**src/rtl/fwb_pkg.sv**
```systemverilog
package fwb_pkg;
  localparam int REG_AW = 5;
  localparam int STRB_W = 4;

  localparam logic [REG_AW-1:0] OFS_PTR   = 5'h00;
  localparam logic [REG_AW-1:0] OFS_PITCH = 5'h04;
  localparam logic [REG_AW-1:0] OFS_DIM   = 5'h08;
  localparam logic [REG_AW-1:0] OFS_CTRL  = 5'h0C;
  localparam logic [REG_AW-1:0] OFS_PROG  = 5'h10;

  localparam int BIT_GO    = 0;
  localparam int BIT_IRQEN = 2;
  localparam int BIT_ABORT = 14;
  localparam int BE_LSB    = 16;
  localparam int BIT_PWRDN = 21;

  localparam logic [7:0] ID_TAG  = 8'h54;
  localparam logic [1:0] REV_TAG = 2'b01;

  typedef struct packed {
    logic              start;
    logic              kill;
    logic [STRB_W-1:0] byteEn;
  } ctrlStrobe_t;
endpackage

```
**src/rtl/fwb_ctrl.sv**
```systemverilog
module fwb_ctrl import fwb_pkg::*; #(
  parameter int LINE_W = 16
) (
  input  logic              clk,
  input  logic              rstN,
  input  logic              busWrEn,
  input  logic [REG_AW-1:0] busAddr,
  input  logic [31:0]       busWrData,
  output logic [31:0]       busRdData,
  input  logic              frameDone,
  input  logic [LINE_W-1:0] linesDone,
  output ctrlStrobe_t       strobes,
  output logic [31:0]       dstPtr,
  output logic [31:0]       dstPitch,
  output logic [LINE_W-1:0] frameHeight,
  output logic              busy,
  output logic              irq
);
  logic [31:0] ptrQ, pitchQ, dimQ;
  logic [STRB_W-1:0] beQ;
  logic eiQ, pdQ, busyQ, doneQ;

  logic wrCtrl, goAcc, abortAcc;
  assign wrCtrl   = busWrEn && (busAddr == OFS_CTRL);
  assign goAcc    = wrCtrl && busWrData[BIT_GO] && !busyQ;
  assign abortAcc = wrCtrl && busWrData[BIT_ABORT] && busyQ;

  always_ff @(posedge clk) begin
    if (!rstN) begin
      ptrQ   <= '0;
      pitchQ <= '0;
      dimQ   <= '0;
      beQ    <= '0;
      eiQ    <= 1'b0;
      pdQ    <= 1'b0;
      busyQ  <= 1'b0;
      doneQ  <= 1'b0;
    end else begin
      if (busWrEn && busAddr == OFS_PTR)   ptrQ   <= busWrData & ~32'h3;
      if (busWrEn && busAddr == OFS_PITCH) pitchQ <= busWrData & ~32'hF;
      if (busWrEn && busAddr == OFS_DIM)   dimQ   <= busWrData;
      if (wrCtrl) begin
        eiQ <= busWrData[BIT_IRQEN];
        pdQ <= busWrData[BIT_PWRDN];
        beQ <= busWrData[BE_LSB +: STRB_W];
      end
      if (goAcc)                         busyQ <= 1'b1;
      else if (abortAcc || frameDone)    busyQ <= 1'b0;
      if (goAcc)                              doneQ <= 1'b0;
      else if (busyQ && (abortAcc || frameDone)) doneQ <= 1'b1;
    end
  end

  assign strobes.start  = goAcc;
  assign strobes.kill   = abortAcc;
  assign strobes.byteEn = busWrData[BE_LSB +: STRB_W];
  assign dstPtr      = ptrQ;
  assign dstPitch    = pitchQ;
  assign frameHeight = dimQ[16 +: LINE_W];
  assign busy        = busyQ;
  assign irq         = doneQ && eiQ;

  always_comb begin
    case (busAddr)
      OFS_PTR:   busRdData = ptrQ;
      OFS_PITCH: busRdData = pitchQ;
      OFS_DIM:   busRdData = dimQ;
      OFS_CTRL:  busRdData = {ID_TAG, REV_TAG, pdQ, 1'b0, beQ, 13'b0, eiQ, busyQ, 1'b0};
      OFS_PROG:  busRdData = {{(32-LINE_W){1'b0}}, linesDone};
      default:   busRdData = '0;
    endcase
  end

  AST_GO_SETS_BUSY: assert property (@(posedge clk) disable iff (!rstN)
    (wrCtrl && busWrData[BIT_GO] && !busyQ) |=> busyQ);
  AST_ABORT_IDLES: assert property (@(posedge clk) disable iff (!rstN)
    (wrCtrl && busWrData[BIT_ABORT] && busyQ) |=> !busyQ);
  AST_IRQ_WHEN_IDLE: assert property (@(posedge clk) disable iff (!rstN)
    irq |-> !busyQ);
endmodule

```
**src/rtl/fwb_datapath.sv**
```systemverilog
module fwb_datapath import fwb_pkg::*; #(
  parameter int ADDR_W = 32,
  parameter int LINE_W = 16
) (
  input  logic              clk,
  input  logic              rstN,
  input  ctrlStrobe_t       strobes,
  input  logic              busy,
  input  logic [ADDR_W-1:0] dstPtr,
  input  logic [ADDR_W-1:0] dstPitch,
  input  logic [LINE_W-1:0] frameHeight,
  input  logic              pixValid,
  input  logic [8*STRB_W-1:0] pixData,
  input  logic              pixEol,
  output logic              pixReady,
  output logic              memWrValid,
  output logic [ADDR_W-1:0] memWrAddr,
  output logic [8*STRB_W-1:0] memWrData,
  output logic [STRB_W-1:0] memWrStrb,
  input  logic              memWrReady,
  output logic              frameDone,
  output logic [LINE_W-1:0] linesDone
);
  localparam logic [ADDR_W-1:0] WORD_STEP = ADDR_W'(STRB_W);

  logic [ADDR_W-1:0] lineBase, wordOff, pitchQ;
  logic [LINE_W-1:0] issued, committed, heightQ;
  logic [STRB_W-1:0] strbQ;
  logic eolQ;
  logic accept, drain;

  assign pixReady = busy && (issued < heightQ) && (!memWrValid || memWrReady);
  assign accept   = pixValid && pixReady;
  assign drain    = memWrValid && memWrReady;

  always_ff @(posedge clk) begin
    if (!rstN) begin
      lineBase   <= '0;
      wordOff    <= '0;
      pitchQ     <= '0;
      issued     <= '0;
      committed  <= '0;
      heightQ    <= '0;
      strbQ      <= '0;
      eolQ       <= 1'b0;
      memWrValid <= 1'b0;
      memWrAddr  <= '0;
      memWrData  <= '0;
      memWrStrb  <= '0;
    end else if (strobes.start) begin
      lineBase   <= dstPtr;
      pitchQ     <= dstPitch;
      heightQ    <= frameHeight;
      strbQ      <= strobes.byteEn;
      wordOff    <= '0;
      issued     <= '0;
      committed  <= '0;
      memWrValid <= 1'b0;
    end else if (strobes.kill) begin
      memWrValid <= 1'b0;
    end else begin
      if (drain && eolQ) committed <= committed + 1'b1;
      if (accept) begin
        memWrValid <= 1'b1;
        memWrAddr  <= lineBase + wordOff;
        memWrData  <= pixData;
        memWrStrb  <= strbQ;
        eolQ       <= pixEol;
        if (pixEol) begin
          lineBase <= lineBase + pitchQ;
          wordOff  <= '0;
          issued   <= issued + 1'b1;
        end else begin
          wordOff  <= wordOff + WORD_STEP;
        end
      end else if (drain) begin
        memWrValid <= 1'b0;
      end
    end
  end

  assign frameDone = busy && (committed == heightQ);
  assign linesDone = committed;

  AST_HOLD_REQUEST: assert property (@(posedge clk) disable iff (!rstN)
    (memWrValid && !memWrReady && !strobes.kill) |=>
      (memWrValid && $stable(memWrAddr) && $stable(memWrData)));
  AST_NO_WRITE_IDLE: assert property (@(posedge clk) disable iff (!rstN)
    !busy |-> !memWrValid);
  AST_PROGRESS_BOUND: assert property (@(posedge clk) disable iff (!rstN)
    busy |-> (committed <= heightQ));
  AST_WORD_ALIGNED: assert property (@(posedge clk) disable iff (!rstN)
    memWrValid |-> (memWrAddr[1:0] == 2'b00));
endmodule

```
**src/rtl/frame_writeback_dma.sv**
```systemverilog
module frame_writeback_dma import fwb_pkg::*; #(
  parameter int ADDR_W = 32,
  parameter int LINE_W = 16
) (
  input  logic              clk,
  input  logic              rstN,
  input  logic              busWrEn,
  input  logic [REG_AW-1:0] busAddr,
  input  logic [31:0]       busWrData,
  output logic [31:0]       busRdData,
  input  logic              pixValid,
  input  logic [31:0]       pixData,
  input  logic              pixEol,
  output logic              pixReady,
  output logic              memWrValid,
  output logic [ADDR_W-1:0] memWrAddr,
  output logic [31:0]       memWrData,
  output logic [STRB_W-1:0] memWrStrb,
  input  logic              memWrReady,
  output logic              irq
);
  ctrlStrobe_t strobes;
  logic [31:0] dstPtr, dstPitch;
  logic [LINE_W-1:0] frameHeight, linesDone;
  logic busy, frameDone;

  fwb_ctrl #(.LINE_W(LINE_W)) uCtrl (
    .clk(clk), .rstN(rstN),
    .busWrEn(busWrEn), .busAddr(busAddr), .busWrData(busWrData), .busRdData(busRdData),
    .frameDone(frameDone), .linesDone(linesDone),
    .strobes(strobes), .dstPtr(dstPtr), .dstPitch(dstPitch), .frameHeight(frameHeight),
    .busy(busy), .irq(irq)
  );

  fwb_datapath #(.ADDR_W(ADDR_W), .LINE_W(LINE_W)) uData (
    .clk(clk), .rstN(rstN), .strobes(strobes), .busy(busy),
    .dstPtr(dstPtr[ADDR_W-1:0]), .dstPitch(dstPitch[ADDR_W-1:0]), .frameHeight(frameHeight),
    .pixValid(pixValid), .pixData(pixData), .pixEol(pixEol), .pixReady(pixReady),
    .memWrValid(memWrValid), .memWrAddr(memWrAddr), .memWrData(memWrData),
    .memWrStrb(memWrStrb), .memWrReady(memWrReady),
    .frameDone(frameDone), .linesDone(linesDone)
  );
endmodule

```
**config.mk**
```make
export PLATFORM = sky130hd
export DESIGN_NAME = frame_writeback_dma
export DESIGN_NICKNAME = d
export VERILOG_FILES = /design/src/rtl/fwb_pkg.sv /design/src/rtl/fwb_ctrl.sv /design/src/rtl/fwb_datapath.sv /design/src/rtl/frame_writeback_dma.sv
export SDC_FILE = /design/constraint.sdc
export NUM_CORES = 1
export LEC_CHECK = 0
export BUFFER_PORTS_ARGS = -buffer_cell sky130_fd_sc_hd__buf_2
export CAP_MARGIN = 10
export CORE_UTILIZATION = 45
export DETAILED_ROUTE_END_ITERATION = 8
export PLACE_DENSITY = 0.71
export SYNTH_ARGS = -nofsm -noshare
export SYNTH_HDL_FRONTEND = slang
export SYNTH_SLANG_ARGS = --single-unit
```
**constraint.sdc**
```tcl
create_clock -name clk -period 3 [get_ports clk]
set_input_delay 0.45 -clock clk [delete_from_list [all_inputs] [get_ports clk]]
set_output_delay 0.45 -clock clk [all_outputs]
set_load 0.01 [all_outputs]
```
* After elaboration in Yosys (flattened, before gate mapping)
Index checks and enable logic that the tools add are counted.
** Operators by class
- Add/subtract/negate cells :: 5
- Bitwise operators :: 3
- Magnitude comparators :: 1
- Eq/ne operators :: 6
- Reductions and logical operators :: 32
- Multiplexer cells :: 10
** Operator list (number)
- $mux W32 :: 5
- $pmux W32 S5 :: 1
- $add A32 B32 Y32 :: 2
- $add A16 B1 Y16 const B :: 2
- $add A32 B3 Y32 const B :: 1
- $eq A16 B16 Y1 :: 1
- $logic_and A1 B1 Y1 :: 16
- $lt A16 B16 Y1 :: 1
- $eq A5 B4 Y1 const B :: 2
- $reduce_and A3 Y1 :: 3
- $reduce_bool A2 Y1 :: 4
- $eq A5 B3 Y1 const B :: 1
- $eq A5 B5 Y1 const B :: 1
- $logic_not A5 Y1 :: 1
- $mux W1 :: 4
- $reduce_and A2 Y1 :: 2
- $not A1 Y1 :: 3
- $reduce_or A3 Y1 :: 1
- $logic_not A1 Y1 :: 2
- $logic_or A1 B1 Y1 :: 2
- $ne A2 B1 Y1 const B :: 1
- $reduce_or A2 Y1 :: 1
** Word-level totals
- Bits of input ports :: 75
- Register bits :: 312
- Word-level logic and storage cells :: 77
- Output and inout port bits :: 103

* Logic depth before layout (Yosys ltp)
Gate-level depths: netlist (run 1).
- Depth in word-level cells :: 7
- Gate-level depth with buffers :: 13
- Depth with buffers taken out :: 11

* By module
Synthesis (run 1) repeated with hierarchy kept, for this count alone.
** Unflattened totals
- Cell total of the unflattened synthesis :: 1975
- Area total of the unflattened synthesis :: 16235.6 um^2
** By module, submodules not included
- fwb_datapath :: sequential area each 4324.1 um^2, area each 11671.2 um^2, cells an instance 1404, instances 1
- fwb_ctrl :: sequential area each 1961.9 um^2, area each 4564.4 um^2, cells an instance 571, instances 1

* Worst setup path after synthesis (run 1)
Ideal clock, no wire load.
- Path type :: register to register
- Start :: reg uData.pitchQ[4]
- End :: reg uData.lineBase[30]
- Data required time :: 2.878 ns
- Path buffers :: 0
- Setup slack :: 0.134 ns
- Stages on the path, launching flop included :: 12
- Arrival :: 2.744 ns
- Library setup time :: 0.122 ns
- Path through :: dfxtp_1 > ha_1 > fa_1 > a21oi_1 > o211ai_1 > a221oi_2 > o32ai_1 > o41ai_1 > nor3_1 > o21ai_0 > mux2i_1 > nor3_1
** Between the ends
- Longest elaborated chain between the ends :: 5
** RTL lines
- from (decl) :: line fwb_datapath.sv:26 : logic [ADDR_W-1:0] lineBase, wordOff, pitchQ;
- from (signal assigned) :: line fwb_datapath.sv:52 : pitchQ <= dstPitch;
- $add A32 B32 Y32 :: line fwb_datapath.sv:70 : lineBase <= lineBase + pitchQ;
- $mux W32 :: line fwb_datapath.sv:69 : if (pixEol) begin
- $mux W32 :: line fwb_datapath.sv:63 : if (accept) begin
- $mux W32 :: line fwb_datapath.sv:59 : end else if (strobes.kill) begin
- $mux W32 :: line fwb_datapath.sv:50 : end else if (strobes.start) begin
- to (signal assigned) :: line fwb_datapath.sv:51 : lineBase <= dstPtr;
- to (signal assigned) :: line fwb_datapath.sv:70
- to (decl) :: line fwb_datapath.sv:26
No other way between the ends. The select of a mux whose other input is x is not followed.
A chain may end at the register's enable or synchronous reset.

* Worst setup path after layout (run 1)
- Start :: reg uData.heightQ[9]
- End :: out pixReady
** Between the ends
- Longest elaborated chain between the ends :: 3
** RTL lines
- from (decl) :: line fwb_datapath.sv:27 : logic [LINE_W-1:0] issued, committed, heightQ;
- from (signal assigned) :: line fwb_datapath.sv:53 : heightQ <= frameHeight;
- $lt A16 B16 Y1 :: line fwb_datapath.sv:32 : assign pixReady = busy && (issued < heightQ) && (!memWrValid || memWrReady);
- $logic_and A1 B1 Y1 (2 in a row) :: line fwb_datapath.sv:32
- to (decl) :: line frame_writeback_dma.sv:14 : output logic pixReady,
No other way between the ends.

==> impl_metrics.py, run 1 <==
metrics = {
    "placed_design": {
        "gp_congestion": 0.9020,
        "place_ws_ps": 27.83,
        "placed_cell_area_um2": 16980,
        "port_buffers": 175,
        "dpl.hpwl_um": 34330,
    },
    "drt": {
        "first_iter_violations": 1194,
        "viasPerCell": 5.726,
        "wl_per_cell_um": 18.42,
        "detail-route-antenna-nets": 0,
        "first_pass_iters": 8,
        "routed_wirelength_um": 47410,
        "num_vias": 14738,
        "drcViolationCount": 0,
    },
    "floorplan": {
        "ios": 178,
        "initial_core_util": 0.4585,
        "dieArea_um2": 34990,
        "core_area_um2": 33620,
        "fp.dieW_um": 187.1,
        "rows": 67,
        "die_h_um": 187.1,
    },
    "global_routing": {
        "grt_use_met3": 0.04972,
        "grt_start_max_net_pins": 105,
        "antenna_found_initial": 3,
        "track_usage": 0.2659,
        "grt.busiest_layer": "met2",
        "gr-usage-met2": 0.4226,
        "met1_usage": 0.3522,
        "grt_overflow_total": 0,
        "grt_pass1_wl_um": 74930,
        "grt_pass1_vias": 14020,
    },
    "cells_and_area": {
        "area_growth_pct": 18.83,
        "drive_above_1_share": 0.1632,
        "final_core_util": 0.5448,
        "num-fill-cells": 3118,
        "final_area_um2": 18320,
        "multi_input_area_um2": 8783,
        "seqCellArea_um2": 6131,
        "design.final.nets": 2251,
        "num_antenna_cells": 0,
    },
    "timing": {
        "finClkSkew_ps": 17.95,
        "hold_viol": 0,
        "period_needed_ps": 2891,
        "setup_slack_ps": 109.1,
        "setup_viol": 0,
        "fmax_mhz": 345.9,
        "rsz0062_at_grt": "yes",
        "slew_headroom": 0.4217,
        "holdWs_ps": 156.8,
        "slew_violations": 0,
        "finalCritPeriodShare": 0.9636,
        "worst_pin_slew_ps": 864.3,
    },
    "setup_path": {
        "cp-start-kind": "flop",
        "required_ps": 2550,
        "crit_arrival_ps": 2440,
        "critPathCaptureType": "primary output",
        "cp_max_fo": 6,
        "criticalPathCategory": "flop to primary output",
        "regToRegSetupSlack_ps": 160,
    },
    "synth": {
        "ys_ff_latch": 306,
        "ys_types": 68,
        "synth_edf_count": 0,
        "avgSynthCellArea_um2": 8.006,
        "synth_ff_type": "dfxtp_1",
        "yosys_warnings": 0,
        "syn_area_um2": 15410,
        "synth-seq-area-share": 0.3975,
        "synth_cells": 1925,
        "synthArstFlopShare": 0,
    },
    "clocking": {
        "insertion_delay_ps": 530,
        "cts_tree": "yes",
        "clockRootBuffer": "clkbuf_16",
        "clk_path_buf_depth": 3,
        "cts.clk_slew.worst_paths_ps": 60,
        "cts-hold-fix-buffers": 0,
        "cts.sinks": 306,
        "htree_levels": 2,
        "numCtsBuffers": 35,
    },
    "pwr": {
        "ir_drop_mv": 0.4048,
        "power_density_nw_per_um2": 487.5,
        "leakage_uw": 0.007398,
    },
    "job": {
        "max-cap-violations": 0,
    },
    "outcome": {
        "status": "finished clean",
    },
    "min_path": {
        "hold_path.class": "input pin to flop",
    },
}
==> synthesized netlist by cell type (all sizes together), types with 16 or more instances <==
| cell | count | area (um^2) |
|---|---|---|
| ha | 74 | 925.9 |
| a21boi | 57 | 427.9 |
| nand4 | 24 | 156.4 |
| clkbuf | 90 | 337.8 |
| xor2 | 60 | 525.5 |
| a21o | 29 | 217.7 |
| o21ai | 59 | 295.3 |
| or3 | 19 | 118.9 |
| nor2 | 110 | 415.4 |
| xnor2 | 49 | 429.2 |
| dfxtp | 306 | 6126 |
| and3 | 16 | 100.1 |
| nand2 | 450 | 1689 |
| buf | 20 | 91.33 |
| nor3 | 38 | 190.2 |
| mux2i | 18 | 180.2 |
| inv | 40 | 150.1 |
| a21oi | 226 | 1131 |
| nand3 | 39 | 207.7 |
| o221ai | 16 | 140.1 |
==> registers in the layout, summed over array words and instances (netlist names) <==
name,flops
uCtrl.doneQ,1
uData.strbQ,4
uData.wordOff,30
uCtrl.dimQ,32
uCtrl.eiQ,1
uCtrl.busy,1
uData.lineBase,30
uData.memWrValid,1
uData.memWrStrb,4
uCtrl.beQ,4
uData.linesDone,16
uData.eolQ,1
uCtrl.dstPitch,28
uData.memWrData,32
uData.issued,16
uData.pitchQ,28
uCtrl.dstPtr,30
uData.heightQ,16
uData.memWrAddr,30
uCtrl.pdQ,1
==> layout make-up <==
| type | instances | area share |
|---|---|---|
| sequential | 306 | 0.3347 |
| timing repair buffer | 246 | 0.07993 |
| clock buffer | 48 | 0.05376 |
| inverter | 40 | 0.008334 |
| tap | 448 | 0.03061 |
| clock inverter | 15 | 0.01305 |
| multi-input combinational | 1471 | 0.4796 |
==> placed cells by master, fill, tap and decap left out, drive strengths merged, types with 6 or more instances in the layout <==
cell type | synthesis | final
a211oi | 8 | 8
inv | 40 | 43
buf | 20 | 246
nand2 | 450 | 450
nor4 | 11 | 11
o21a | 6 | 6
nor3b | 7 | 7
o21bai | 9 | 9
nor3 | 38 | 38
xnor2 | 49 | 49
and2 | 12 | 12
a21oi | 226 | 226
dfxtp | 306 | 306
nand3 | 39 | 39
nand2b | 10 | 10
o21ai | 59 | 59
a31oi | 7 | 7
nand4 | 24 | 24
xor2 | 60 | 60
nor2 | 110 | 110
and3 | 16 | 16
o2111ai | 6 | 6
mux2 | 6 | 6
a21boi | 57 | 57
a221o | 12 | 12
nor2b | 11 | 11
clkbuf | 90 | 48
ha | 74 | 74
o22ai | 8 | 8
o221ai | 16 | 16
a21o | 29 | 29
a22o | 13 | 13
mux2i | 18 | 18
or3 | 19 | 19
==> worst paths after layout <==
check                           cells past startpoint                               end                             start
worst max register to register                     12   uData.lineBase[30]$_SDFFE_PN0P_      uData.pitchQ[4]$_SDFFE_PN0P_
worst min register to register                      2  uData.memWrAddr[14]$_SDFFE_PN0P_  uData.memWrAddr[14]$_SDFFE_PN0P_
worst max-delay path                                9                          pixReady     uData.heightQ[9]$_SDFFE_PN0P_
worst min-delay path                                3        uCtrl.dimQ[1]$_SDFFE_PN0P_                      busWrData[1]
==> worst max-delay path, cell delays in order (launching register included) <==
cell       delay [ps]
dfxtp_2           340
inv_1              50
ha_1              300
a21o_1            160
a21o_1            170
a21oi_1           170
o2111ai_2         150
a211oi_4          240
buf_6             170
buf_2             150
==> per-stage QoR <==
| step | cells | power (uW) | setup TNS (ps) |
|---|---|---|---|
| 5_1_grt | 2574 | 9180 | -41.54 |
| 3_5_place_dp | 2507 | 4457 | 0 |
| 2_1_floorplan | 1927 | 4313 | 0 |
| 6_report | 2574 | 8928 | 0 |
| 3_3_place_gp | 2507 | 4454 | 0 |
| 4_1_cts | 2571 | 8987 | 0 |
==> report_power, final <==
part           total, uW  internal [uW]  switching, uW
Sequential          4090           4080           12.3
Clock               4560           2760           1790
Combinational        284           96.7            187
Total               8930           6930           1990
==> cells by family after synthesis <==
logic type	count (synthesis)	synth area share
AOI/OAI and AO/OA	490	0.2002
xor gates and xnor gates	109	0.06194
adders and majority gates	76	0.06267
buffers and inverters	150	0.03759
DFF	306	0.3975
muxes	29	0.02338
other	1	0.0002433
and+or+nand+nor	764	0.2165
==> routing by layer <==
layer | vias up | routed length (um)
met2 | 629 | 20970
met4 | 4 | 1970
met1 | 6918 | 20740
met5 | - | 22
li1 | 7050 | -
met3 | 137 | 3711
==> repair_timing <==
action	4_1_cts	5_1_grt
pin swaps	2	7
resized for setup	1	22
buffers inserted	1	3
setup endpoints to repair	1	43
hold endpoints to repair	0	0
Note: power is estimated with default switching activity, not from simulation.
==> inputs of run 2 (changes only) <==
--- a/config.mk
+++ b/config.mk
@@ -9,6 +9,7 @@
 export CAP_MARGIN = 10
 export CORE_UTILIZATION = 45
 export DETAILED_ROUTE_END_ITERATION = 8
+export MAX_ROUTING_LAYER = met4
 export PLACE_DENSITY = 0.71
 export SYNTH_ARGS = -nofsm -noshare
 export SYNTH_HDL_FRONTEND = slang
==> run 2 against run 1 <==
Against the previous run:
- first-iteration DRC count hardly changed
- non-clock buffer count is 8 higher
- largest power group unchanged
- clock skew rose by 7.2 ps
- count of clock-buffer cells in the layout rose by 1
- clock power fell by 8.8%
==> impl_metrics.py, run 2 (synthesis results as in run 1) <==
metrics = {
    "outcome": {
        "status": "finished clean",
    },
    "pwr": {
        "finalPower_uw": 8534,
        "power_density_nw_per_um2": 467.2,
        "leakage_uw": 0.007374,
        "ir_drop_mv": 0.4296,
    },
    "min_path": {
        "min_from": "busWrData[1]",
        "hold_depth": 3,
        "hold_path.class": "input pin to flop",
    },
    "cells_and_area": {
        "multi_input_area_um2": 8772,
        "num-fill-cells": 3165,
        "layout.cells.non_filler": 2582,
        "final_common_cell": "nand2_1",
        "top_regs": "uCtrl.dimQ: 32 flops, uData.memWrData: 32 flops",
        "mostFrequentLayoutCells": "nand2_1, dfxtp_1, a21oi_1",
        "final_core_util": 0.5434,
        "drive_above_1_share": 0.1646,
        "design.final.nets": 2259,
        "final_area_um2": 18270,
        "seqCellArea_um2": 6128,
        "area_growth_pct": 18.53,
    },
    "clocking": {
        "cts-hold-fix-buffers": 0,
        "insertion_delay_ps": 530,
        "clockRootBuffer": "clkbuf_16",
        "numCtsBuffers": 35,
        "cts.clk_slew.worst_paths_ps": 60,
        "htree_levels": 2,
        "clk_path_buf_depth": 3,
        "cts_tree": "yes",
        "cts.sinks": 306,
    },
    "timing": {
        "finalCritPeriodShare": 0.9695,
        "setup_slack_ps": 91.54,
        "finClkSkew_ps": 25.15,
        "slew_headroom": 0.3802,
        "slew_violations": 0,
        "worst_pin_slew_ps": 926.2,
        "hold_viol": 0,
        "period_needed_ps": 2908,
        "rsz0062_at_grt": "no",
        "setup_viol": 0,
        "fmax_mhz": 343.8,
    },
    "setup_path": {
        "ff2ff_path_depth": 12,
        "criticalPathCategory": "flop to primary output",
        "cp_max_fo": 5,
        "cp-start-kind": "flop",
        "crit_arrival_ps": 2460,
        "critPathCaptureType": "primary output",
        "required_ps": 2550,
        "critPathLaunch": "uData.heightQ[15]$_SDFFE_PN0P_",
        "r2r_start": "uData.pitchQ[5]$_SDFFE_PN0P_",
    },
    "drt": {
        "num_vias": 14641,
        "detail-route-antenna-nets": 0,
        "viasPerCell": 5.670,
        "wl_per_cell_um": 18.52,
        "first_pass_iters": 6,
        "first_iter_violations": 1193,
        "routed_wirelength_um": 47830,
        "drcViolationCount": 0,
    },
    "global_routing": {
        "grt_overflow_total": 0,
        "antenna_found_initial": 2,
        "grt_pass1_vias": 13914,
        "grt_pass1_wl_um": 75240,
        "grt_start_max_net_pins": 70,
        "track_usage": 0.2746,
    },
    "floorplan": {
        "ios": 178,
        "rows": 67,
        "dieArea_um2": 34990,
        "core_area_um2": 33620,
        "initial_core_util": 0.4585,
        "fp.dieW_um": 187.1,
        "die_h_um": 187.1,
    },
    "placed_design": {
        "placed_cell_area_um2": 17040,
        "dpl.hpwl_um": 34790,
        "dp.cells": 2515,
        "place_ws_ps": 24.93,
        "port_buffers": 175,
        "gp_congestion": 0.9516,
    },
    "job": {
        "max-cap-violations": 0,
    },
}
==> run 2: report_power, final <==
part	internal (uW)	switching, uW	leakage, uW
sequential	4080	12.6	0.00247
clock	2410	1750	0.000547
combinational	99.4	189	0.00436
==> run 2: final cells by class <==
type / count / area share
clock inverter: 12 / 0.004932
multi-input combinational: 1471 / 0.4802
antenna: 2 / 0.0002740
clock buffer: 49 / 0.05637
tap: 448 / 0.03068
sequential: 306 / 0.3355
inverter: 40 / 0.008356
timing repair buffer: 254 / 0.08370
==> run 2: per-layer routing <==
metal	wire (um)	global-route usage
met1	21090	0.3619
met2	21410	0.4272
met3	3869	0.04259
met4	1457	0.09426
met5	0	-
==> run 2: final timing paths <==
kind,to,slack [ps]
worst max-delay path,pixReady,90
worst min-delay path,uCtrl.dimQ[1]$_SDFFE_PN0P_,160
worst max register to register,uData.lineBase[29]$_SDFFE_PN0P_,130
worst min register to register,uData.memWrAddr[14]$_SDFFE_PN0P_,450
==> run 2: worst max-delay path: stages, from the launching register on <==
cell and delay, ps:
dfxtp_1 410, inv_1 80, ha_1 300, nand4_1 170
or2_2 350, nor2_1 210, a211oi_4 110, buf_6 140
buf_2 150
==> run 2: repair_timing <==
| item | 4_1_cts | 5_1_grt |
|---|---|---|
| gates cloned | 0 | 0 |
| resized for setup | 3 | 16 |
| pin swaps | 1 | 5 |
| setup endpoints to repair | 1 | 38 |
| setup buffers | 2 | 2 |
==> run 2: metrics by stage <==
| stage | hold slack, ps | TNS (ps) |
|---|---|---|
| floorplan | 432.4 | 0 |
| global placement | 437.0 | 0 |
| detailed placement | 441.8 | 0 |
| CTS | 162.7 | -1.342 |
| global route | 169.2 | 0 |
| finish | 164.3 | 0 |
==> inputs of run 3 (changes only) <==
--- a/config.mk
+++ b/config.mk
@@ -7,6 +7,7 @@
 export LEC_CHECK = 0
 export BUFFER_PORTS_ARGS = -buffer_cell sky130_fd_sc_hd__buf_2
 export CAP_MARGIN = 10
+export CORE_MARGIN = 5
 export CORE_UTILIZATION = 45
 export DETAILED_ROUTE_END_ITERATION = 8
 export MAX_ROUTING_LAYER = met4
==> constraint.sdc (replaced) <==
create_clock -name clk -period 3 [get_ports clk]
set_input_delay 0.6 -clock clk [delete_from_list [all_inputs] [get_ports clk]]
set_output_delay 0.6 -clock clk [all_outputs]
set_load 0.01 [all_outputs]
==> run 3 against run 2 <==
Against the previous run:
- utilization up 0.41 points
- design area increased by 1.0%
- global-route usage decreased by 2.0 points
- die area increased by 8.7%
- register-to-register slack improved by 20 ps
- power rose by 5.5%
- clock skew shrank 6.3 ps
- wire length is 2.3% higher
- sequential share of layout area shrank 0.33 points
- sequential cell count unchanged
- combinational power hardly changed
- critical path depth decreased by 1
- critical path type unchanged
==> impl_metrics.py, run 3 (synthesis results as in run 1) <==
metrics = {
    "outcome": {
        "status": "finished clean",
    },
    "drt": {
        "routed_wirelength_um": 48920,
        "drcViolationCount": 0,
        "first_pass_iters": 5,
        "viasPerCell": 5.692,
        "wl_per_cell_um": 18.95,
        "num_vias": 14692,
        "detail-route-antenna-nets": 0,
        "first_iter_violations": 1252,
    },
    "cells_and_area": {
        "num-fill-cells": 3199,
        "drive_above_1_share": 0.1672,
        "final_common_cell": "nand2_1",
        "multi_input_area_um2": 8813,
        "area_growth_pct": 19.72,
        "layout.cells.non_filler": 2581,
        "top_regs": "uCtrl.dimQ: 32 flops, uData.memWrData: 32 flops",
        "mostFrequentLayoutCells": "nand2_1, dfxtp_1, a21oi_1",
        "design.final.nets": 2253,
        "seqCellArea_um2": 6130,
    },
    "floorplan": {
        "ios": 178,
        "fp.dieW_um": 195.1,
        "dieArea_um2": 38050,
        "core_area_um2": 33700,
        "rows": 67,
        "die_h_um": 195.1,
        "initial_core_util": 0.4573,
    },
    "pwr": {
        "ir_drop_mv": 0.5147,
        "leakage_uw": 0.007444,
        "power_density_nw_per_um2": 488.0,
    },
    "setup_path": {
        "cp_max_fo": 3,
        "criticalPathCategory": "flop to primary output",
        "required_ps": 2400,
        "critPathCaptureType": "primary output",
        "crit_arrival_ps": 2320,
        "regToRegSetupSlack_ps": 150,
        "cp-start-kind": "flop",
    },
    "clocking": {
        "numCtsBuffers": 35,
        "insertion_delay_ps": 540,
        "cts_tree": "yes",
        "cts-hold-fix-buffers": 0,
        "htree_levels": 2,
        "clk_path_buf_depth": 3,
        "cts.clk_slew.worst_paths_ps": 60,
        "clockRootBuffer": "clkbuf_16",
        "cts.sinks": 306,
    },
    "global_routing": {
        "grt_pass1_wl_um": 77240,
        "antenna_found_initial": 3,
        "grt_start_max_net_pins": 68,
        "grt_overflow_total": 0,
        "grt_pass1_vias": 13961,
        "track_usage": 0.2544,
    },
    "timing": {
        "finClkSkew_ps": 18.81,
        "slew_headroom": 0.5952,
        "finalCritPeriodShare": 0.9735,
        "worst_pin_slew_ps": 605.5,
        "setup_viol": 0,
        "slew_violations": 0,
        "hold_viol": 0,
        "rsz0062_at_grt": "no",
        "setup_tns_ps": 0,
        "fmax_mhz": 342.4,
        "period_needed_ps": 2921,
    },
    "placed_design": {
        "port_buffers": 175,
        "dpl.hpwl_um": 35720,
        "dp.cells": 2511,
        "gp_congestion": 0.9730,
    },
    "min_path": {
        "hold_path.class": "input pin to flop",
    },
    "job": {
        "max-cap-violations": 0,
    },
}
## run 3: cell types whose count changed in the layout (fill, tap and decap cells not counted), sizes merged
| cell | previous run | this run |
|---|---|---|
| buf | 254 | 248 |
| diode | 2 | 4 |
| inv | 41 | 43 |
| bufinv | 0 | 6 |
| clkbuf | 49 | 45 |
| clkinvlp | 3 | 2 |
## run 3: worst max-delay path, cell delays in order (launching register included)
cell and delay (ps):
dfxtp_1 440, inv_1 80, ha_1 310, nand4_1 150
or2_2 340, nor2_1 210, a211oi_4 120, buf_6 140
## run 3: power breakdown
part | leakage [uW] | switching, uW | total [uW] | internal [uW]
clock | 0.000608 | 1820 | 4630 | 2810
combinational | 0.00437 | 186 | 287 | 101
sequential | 0.00247 | 12.6 | 4090 | 4080
## run 3: worst paths after layout
path | to | cells past startpoint | startpoint
max | pixReady | 7 | uData.heightQ[15]$_SDFFE_PN0P_
min reg2reg | uData.memWrAddr[15]$_SDFFE_PN0P_ | 2 | uData.memWrAddr[15]$_SDFFE_PN0P_
min | uCtrl.dimQ[1]$_SDFFE_PN0P_ | 3 | busWrData[1]
max reg2reg | uData.wordOff[22]$_SDFFE_PP0P_ | 14 | uData.heightQ[9]$_SDFFE_PN0P_
## run 3: metal layers
layer / routed length [um] / GRT usage / share of wire
met3: 3790 / 0.04325 / 0.077
met2: 21860 / 0.3937 / 0.45
met5: 0 / - / 0
met4: 1683 / 0.08663 / 0.034
met1: 21580 / 0.3396 / 0.44
## run 3: area by class of cell
type | count | share of cell area
repair buffers | 248 | 0.08347
inverters | 40 | 0.008273
clock inverters | 19 | 0.01580
well taps | 448 | 0.03038
flip-flops and latches | 306 | 0.3322
multi-input cells | 1471 | 0.4777
clock buffers | 45 | 0.05167
diodes | 4 | 0.0005425
## run 3: what timing repair did
item	CTS	global route
resized for setup	5	23
setup buffers	1	1
endpoints found under the setup margin	1	87
pin swaps	1	5
cloned	0	0
## run 3: stage by stage
step,setup slack (ps),area [um^2],hold WS (ps),util,power [uW]
floorplan,133.6,15420,432.4,-,4313
global placement,-11.84,17080,438.7,0.5067,4456
detailed placement,29.91,17080,441.5,0.5067,4459
CTS,14.83,18340,292.1,0.5443,9061
global route,5.481,18450,286.8,0.5474,9266
finish,79.36,18450,302.4,0.5475,9004
